### config.mk
export PLATFORM = sky130hd
export DESIGN_NAME = disk_host_regs
export DESIGN_NICKNAME = d
export VERILOG_FILES = /design/src/rtl/disk_host_regs.sv
export SDC_FILE = /design/constraint.sdc
export NUM_CORES = 1
export LEC_CHECK = 0
export BUFFER_PORTS_ARGS = -buffer_cell sky130_fd_sc_hd__buf_4
export CORE_AREA = 2 2 47 82
export DETAILED_ROUTE_END_ITERATION = 10
export DIE_AREA = 0 0 49 84
export GPL_ROUTABILITY_DRIVEN = 1
export GPL_TIMING_DRIVEN = 0
export PLACE_DENSITY = 0.76
export SLEW_MARGIN = 20
export SYNTH_ARGS = -nofsm -noshare
export SYNTH_HDL_FRONTEND = slang
export SYNTH_SLANG_ARGS = --single-unit
### constraint.sdc
create_clock -name clk -period 1.75 [get_ports clk]
set_input_delay 0.35 -clock clk [delete_from_list [all_inputs] [get_ports clk]]
set_output_delay 0.35 -clock clk [all_outputs]
set_load 0.1 [all_outputs]
### src/rtl/disk_host_regs.sv
module disk_host_regs #(
  parameter logic [7:0] BASE_PORT   = 8'h68,
  parameter logic       PRESENT     = 1'b1,
  parameter logic       ALT_PRESENT = 1'b0
) (
  input  logic        clk,
  input  logic        rst_n,
  input  logic [7:0]  io_addr,
  input  logic        io_rd,
  input  logic        io_wr,
  input  logic [7:0]  io_wdata,
  output logic [7:0]  io_rdata,
  input  logic [3:0]  drive_ready,
  input  logic        done,
  input  logic [1:0]  done_type,
  input  logic [7:0]  done_code,
  input  logic [1:0]  done_ictl,
  output logic [15:0] pblk_addr,
  output logic        cmd_start,
  output logic        soft_rst,
  output logic        irq
);

  logic       hit;
  logic [2:0] off;
  logic       wr_lo, wr_hi, wr_rst, rd_type;
  logic [3:0] rdy_q;
  logic       int_ff, int_en, busy;
  logic [1:0] rtype;
  logic [7:0] rcode;
  logic [7:0] status, rbyte;

  assign hit     = (io_addr[7:3] == BASE_PORT[7:3]);
  assign off     = io_addr[2:0];
  assign wr_lo   = io_wr & hit & (off == 3'd1);
  assign wr_hi   = io_wr & hit & (off == 3'd2) & ~busy;
  assign wr_rst  = io_wr & hit & (off == 3'd7);
  assign rd_type = io_rd & hit & (off == 3'd1);

  assign status = {1'b0, rdy_q[3], rdy_q[2], ALT_PRESENT, PRESENT, int_ff, rdy_q[1], rdy_q[0]};
  assign rbyte  = (rtype == 2'b10) ? {rdy_q[1], rdy_q[0], 6'b0} : rcode;
  assign irq    = int_ff & int_en;

  always_comb begin
    io_rdata = 8'h00;
    if (io_rd && hit) begin
      case (off)
        3'd0:    io_rdata = status;
        3'd1:    io_rdata = {6'b0, rtype};
        3'd3:    io_rdata = rbyte;
        default: io_rdata = 8'h00;
      endcase
    end
  end

  always_ff @(posedge clk) begin
    if (!rst_n) begin
      rdy_q     <= drive_ready;
      int_ff    <= 1'b0;
      int_en    <= 1'b0;
      busy      <= 1'b0;
      rtype     <= 2'b00;
      rcode     <= 8'h00;
      pblk_addr <= 16'h0000;
      cmd_start <= 1'b0;
      soft_rst  <= 1'b0;
    end else begin
      cmd_start <= wr_hi;
      soft_rst  <= wr_rst;
      if (wr_lo) pblk_addr[7:0]  <= io_wdata;
      if (wr_hi) pblk_addr[15:8] <= io_wdata;
      if (wr_rst) begin
        rdy_q  <= drive_ready;
        rcode  <= 8'h00;
        rtype  <= 2'b00;
        int_ff <= 1'b0;
        int_en <= 1'b0;
        busy   <= 1'b0;
      end else begin
        if (done) begin
          busy   <= 1'b0;
          int_ff <= 1'b1;
          int_en <= (done_ictl == 2'b00);
          rtype  <= done_type;
          rcode  <= done_code;
        end else if (rd_type) begin
          int_ff <= 1'b0;
        end
        if (wr_hi) busy <= 1'b1;
      end
    end
  end

endmodule


---- Word-level counts from Yosys, hierarchy flattened ----
Cells that the tools add are included.
word-level totals
  register bits ........................... 35
  input port bits ......................... 37
operators by class
  equality and inequality tests ........... 7
  multiplexer cells ....................... 9
  bitwise gates (word level) .............. 10
  reduce and logical (&&, ||, !) cells .... 6
operator list
  kind                  count
  $pmux W8 S3           1
  $mux W8               2
  $and A1 B1 Y1         8
  $mux W4               2
  $eq A3 B2 Y1 const B  2
  $eq A5 B4 Y1 const B  1
  $mux W1               4
  $reduce_bool A2 Y1    2
  $eq A3 B1 Y1 const B  1
  $eq A3 B3 Y1 const B  1
  $logic_not A3 Y1      1
  $eq A2 B2 Y1 const B  1
  $logic_not A2 Y1      1
  $ne A2 B1 Y1 const B  1
  $not A1 Y1            2
  $reduce_or A2 Y1      1
  $logic_and A1 B1 Y1   1

---- Depth between registers and ports, before layout ----
  depth after elaboration ................. 5
  mapped depth ............................ 5

---- Worst setup path before layout ----
No wires, ideal clock.
  path kind ............................... input to output
  from .................................... input port io_addr[4]
  to ...................................... output port io_rdata[7]
  data arrival time ....................... 3.612 ns
  path slack .............................. -2.212 ns
  stages .................................. 3
  buffers on the path ..................... 0
  cells stage by stage .................... and4b_1 -> nand2_1 -> nor4_1
between the ends
  longest elaborated chain between the ends .. 3
RTL lines
  element              line  RTL
  start, declared      8     input logic [7:0] io_addr,
  $eq A5 B4 Y1         33    assign hit = (io_addr[7:3] == BASE_PORT[7:3]);
  $logic_and A1 B1 Y1  46    if (io_rd && hit) begin
  $mux W8              46
  end, declared        12    output logic [7:0] io_rdata,
No other way between the ends.

---- Final worst setup path ----
  from .................................... register rdy_q[0]
  to ...................................... output port io_rdata[6]
between the ends
  longest elaborated chain between the ends .. 3
RTL lines
  element                 line  RTL
  start, declared         27    logic [3:0] rdy_q;
  start signal, assigned  58    rdy_q <= drive_ready;
  start signal, assigned  73    rdy_q <= drive_ready;
  $mux W8                 41    assign rbyte = (rtype == 2'b10) ? {rdy_q[1], rdy_q[0], 6'b0} : rcode;
  $pmux W8 S3             47    case (off)
  $mux W8                 46
No other way between the ends.

==> reports/results.txt <==
Data arrives at the worst endpoint at 1480 ps. In the final routed layout, each cell accounts on average for 16.5 µm. The number of antenna diodes in the final layout is 0.

Most common cell after layout, fill and taps aside: sky130_fd_sc_hd__buf_4. The number of nets handed over by synthesis was 196. The worst setup path is captured at an output port. In this run the power density over the cells is 655 mW/mm². After floorplanning, the core was divided into 29 placement rows. Across the VDD grid, the largest voltage drop is 0.812 mV. The first-pass detailed-route iteration total came out at 4. The clock passes through at most 2 buffers. The worst register-to-register path begins at busy. Wires add up to 4530 µm. For the worst setup path, the data required time is 1400 ps. The die is 84 µm tall.

Clock-pin slew was measured on the worst setup and hold paths at 70 ps. Entering global routing, the biggest net connects 14 pins. In this run the static leakage power is 1.08 nW.

For this block, the via count after detailed routing is 1440. The destination of the worst register-to-register timing path was pblk_addr[8]. Of all nets on the critical path, the largest fanout is 2.

Counting the fill cells in the layout gives 265. The floorplan step defined a die boundary enclosing 0.00412 mm². The flow ran to the end, but the final reports show violations. The synthesis-to-layout area growth was 60.2%; the number of sinks driven by the clock tree was 35. The tools report the total standard cell area after synthesis as 0.00157 mm².

The kind of start point of the critical path is a flop. The synthesized instance count came out at 159. The number of antenna violations at the first check in global routing is 0. TritonCTS built the clock tree. The number of instances on the worst hold path works out to 1. In this run the worst hold path is classified as in -> reg.

Setup violations remaining at the end of the flow were counted as 3. Setup slack on the worst reg-to-reg path comes out at 480 ps. For the total number of yosys warnings, the log shows 0. Port buffering added 61 buffers. The number of buffers created by CTS is 5.

Dominant cell type by area after synthesis: sky130_fd_sc_hd__dfxtp_1. Ranked by total cell area, the synthesized netlist is headed by sky130_fd_sc_hd__dfxtp_1, sky130_fd_sc_hd__mux2i_1, sky130_fd_sc_hd__edfxtp_1. The worst hold path begins at drive_ready[1].

The top cell types in the final layout, fill and taps aside, are sky130_fd_sc_hd__buf_4, sky130_fd_sc_hd__dfxtp_1, sky130_fd_sc_hd__nand2_1. The relative slew slack was 65.1%; the sum of overflow across all layers after global routing was 0. Violation count after the first detailed-routing iteration: 21.

The via count of the first global-routing pass was 1569; the I/O pin total was 64. The post-route netlist has 47.6% of its cells at a drive strength greater than 1. For this configuration, the core starts out at a cell density of 44.7%. The count of cells in the finished layout, fillers not included, comes to 275. The wire-length estimate of the detail-placed layout is 3240 µm.

The average via count per standard cell was 5.24; the number of flip-flops and latches in the synthesized netlist was 35. The run gives 0 as the number of nets still failing antenna checks after routing. The tools report the number of library cell types mapped by synthesis as 34.

Setup repair after global routing could not meet its margin everywhere. The tools report the clock latency reported for the late side of the worst-skew pair as 280 ps. For this run, design rule violations remaining after detail routing come to 0. At the end of the flow the core is filled with cells to 71.6%. The worst path uses 105% of the clock period.

The run gives 265 as the number of nets in the layout. The destination of the worst hold path is rdy_q[1]. The routed design could run at a clock period as short as 1830 ps. The max-slew violation total from the final report was 0. The root buffer cell is sky130_fd_sc_hd__clkbuf_8.

The number of failing hold endpoints at the final stage is 0. The highest achievable clock rate is 0.545 GHz. Class of the most critical setup path: reg -> out. Worst-margin pin slew: 522 ps.

The first global-routing pass estimated 7470 µm of wire. The floorplan step set the die width to 49 µm. In the global route stage, overall resource usage came out at 23.6%. After synthesis, the mean cell area works out to 9.89 µm².

Summed over its instances, the top area cell type makes up 39.5% of the synthesized netlist area. The logs give -84.2 ps for the minimum setup slack in the final design and 0.765 for the routability congestion estimate. The placed cell count is 266. The max capacitance violation total was 0.

In the final timing run, aggregate negative setup slack is -187 ps. The tools report the deepest level of the CTS H-tree as 2. The floorplan step defined a core boundary enclosing 0.00352 mm². Clock skew on the completed layout was measured at 1.66 ps. The worst register-to-register path has a depth of 4. The checks that failed: setup timing.

The tools report the fraction of the yosys area taken by sequential cells as 47.1%.
critical path, cell delays in order (launching register included):
cell	delay [ps]
sky130_fd_sc_hd__edfxtp_1	430
sky130_fd_sc_hd__or3b_4	410
sky130_fd_sc_hd__o2111ai_4	90
sky130_fd_sc_hd__a211oi_4	100
sky130_fd_sc_hd__buf_12	170
registers in the layout, summed over array words and instances (netlist names):
signal / count
rtype: 2
rcode: 8
soft_rst: 1
cmd_start: 1
int_en: 1
int_ff: 1
pblk_addr: 16
busy: 1
rdy_q: 4
per-layer routing:
layer | vias up | part of all wire [%] | wire length [µm] | global-route usage (%)
met1 | 673 | 33 | 1500 | 21.6
met4 | 0 | 2.6 | 116 | 10.4
met5 | - | 0 | 0 | 0
met2 | 65 | 59 | 2690 | 47.6
li1 | 692 | - | - | -
met3 | 10 | 5.1 | 230 | 4.66
stage by stage:
step,worst slack (ps),hold WS [ps],area [µm²],power (W)
2_1_floorplan,-467,421,1680,0.000991
3_3_place_gp,-205,446,2200,0.00108
3_5_place_dp,-219,447,2200,0.00108
4_1_cts,-84.8,235,2430,0.00165
5_1_grt,-143,236,2520,0.00173
6_report,-84.2,247,2520,0.00165
synthesized netlist by cell type (all sizes together):
library cell and instances:
o31ai 1, nand4b 2, or3b 2, a32oi 4, nor3 3, buf 6
mux2 2, a31oi 1, and2 1, nand3 4, inv 2, and4b 1
nor2b 3, nand2b 1, nor2 19, clkbuf 4, nor4 2, mux2i 27
a21oi 3, or2b 2, nand2 28, o41ai 1, and3b 1, edfxtp 4
nor4b 1, a211oi 1, nor3b 1, dfxtp 31, o2111ai 1
report_power, final:
| group | leakage, nW | internal [W] | switching [W] |
|---|---|---|---|
| Sequential | 0.293 | 0.000836 | 0.0000229 |
| Clock | 0.0395 | 0.000282 | 0.000264 |
| Combinational | 0.748 | 0.000128 | 0.000118 |
| Total | 1.08 | 0.00125 | 0.000405 |
final cells by class:
| class | count | area, µm² | share of cell area [%] |
|---|---|---|---|
| multi-input cells | 112 | 943 | 37.4 |
| clock buffers | 8 | 80.1 | 3.18 |
| repair buffers | 65 | 616 | 24.4 |
| inverters | 2 | 7.51 | 0.298 |
| plain buffers | 7 | 67.6 | 2.68 |
| well taps | 46 | 57.6 | 2.28 |
| flip-flops and latches | 35 | 748 | 29.7 |
worst max-delay path by stage:
| stage | from | end | depth (start not counted) |
|---|---|---|---|
| finish | rdy_q[0] | io_rdata[6] | 4 |
| CTS | rtype[1] | io_rdata[6] | 4 |
| global route | rtype[1] | io_rdata[6] | 4 |
| floorplan | io_addr[4] | io_rdata[7] | 3 |
| detailed placement | io_addr[4] | io_rdata[5] | 5 |
| global placement | io_addr[4] | io_rdata[5] | 5 |
logic make-up (layout without fill, tap and decap cells):
group | after synthesis | in the layout | share of synthesized area (%)
flip-flops | 35 | 35 | 47.1
AO/OA/AOI/OAI | 12 | 12 | 5.97
multiplexers | 29 | 29 | 18.6
buffers and inverters | 12 | 82 | 5.65
AND/OR/NAND/NOR | 71 | 71 | 22.7
repair_timing:
action	4_1_cts	5_1_grt
gates resized for setup	39	13
hold buffers	0	0
pin swaps	7	7
setup buffers	3	1
endpoints found under the setup margin	8	7
(Power assumes the default switching activity.)
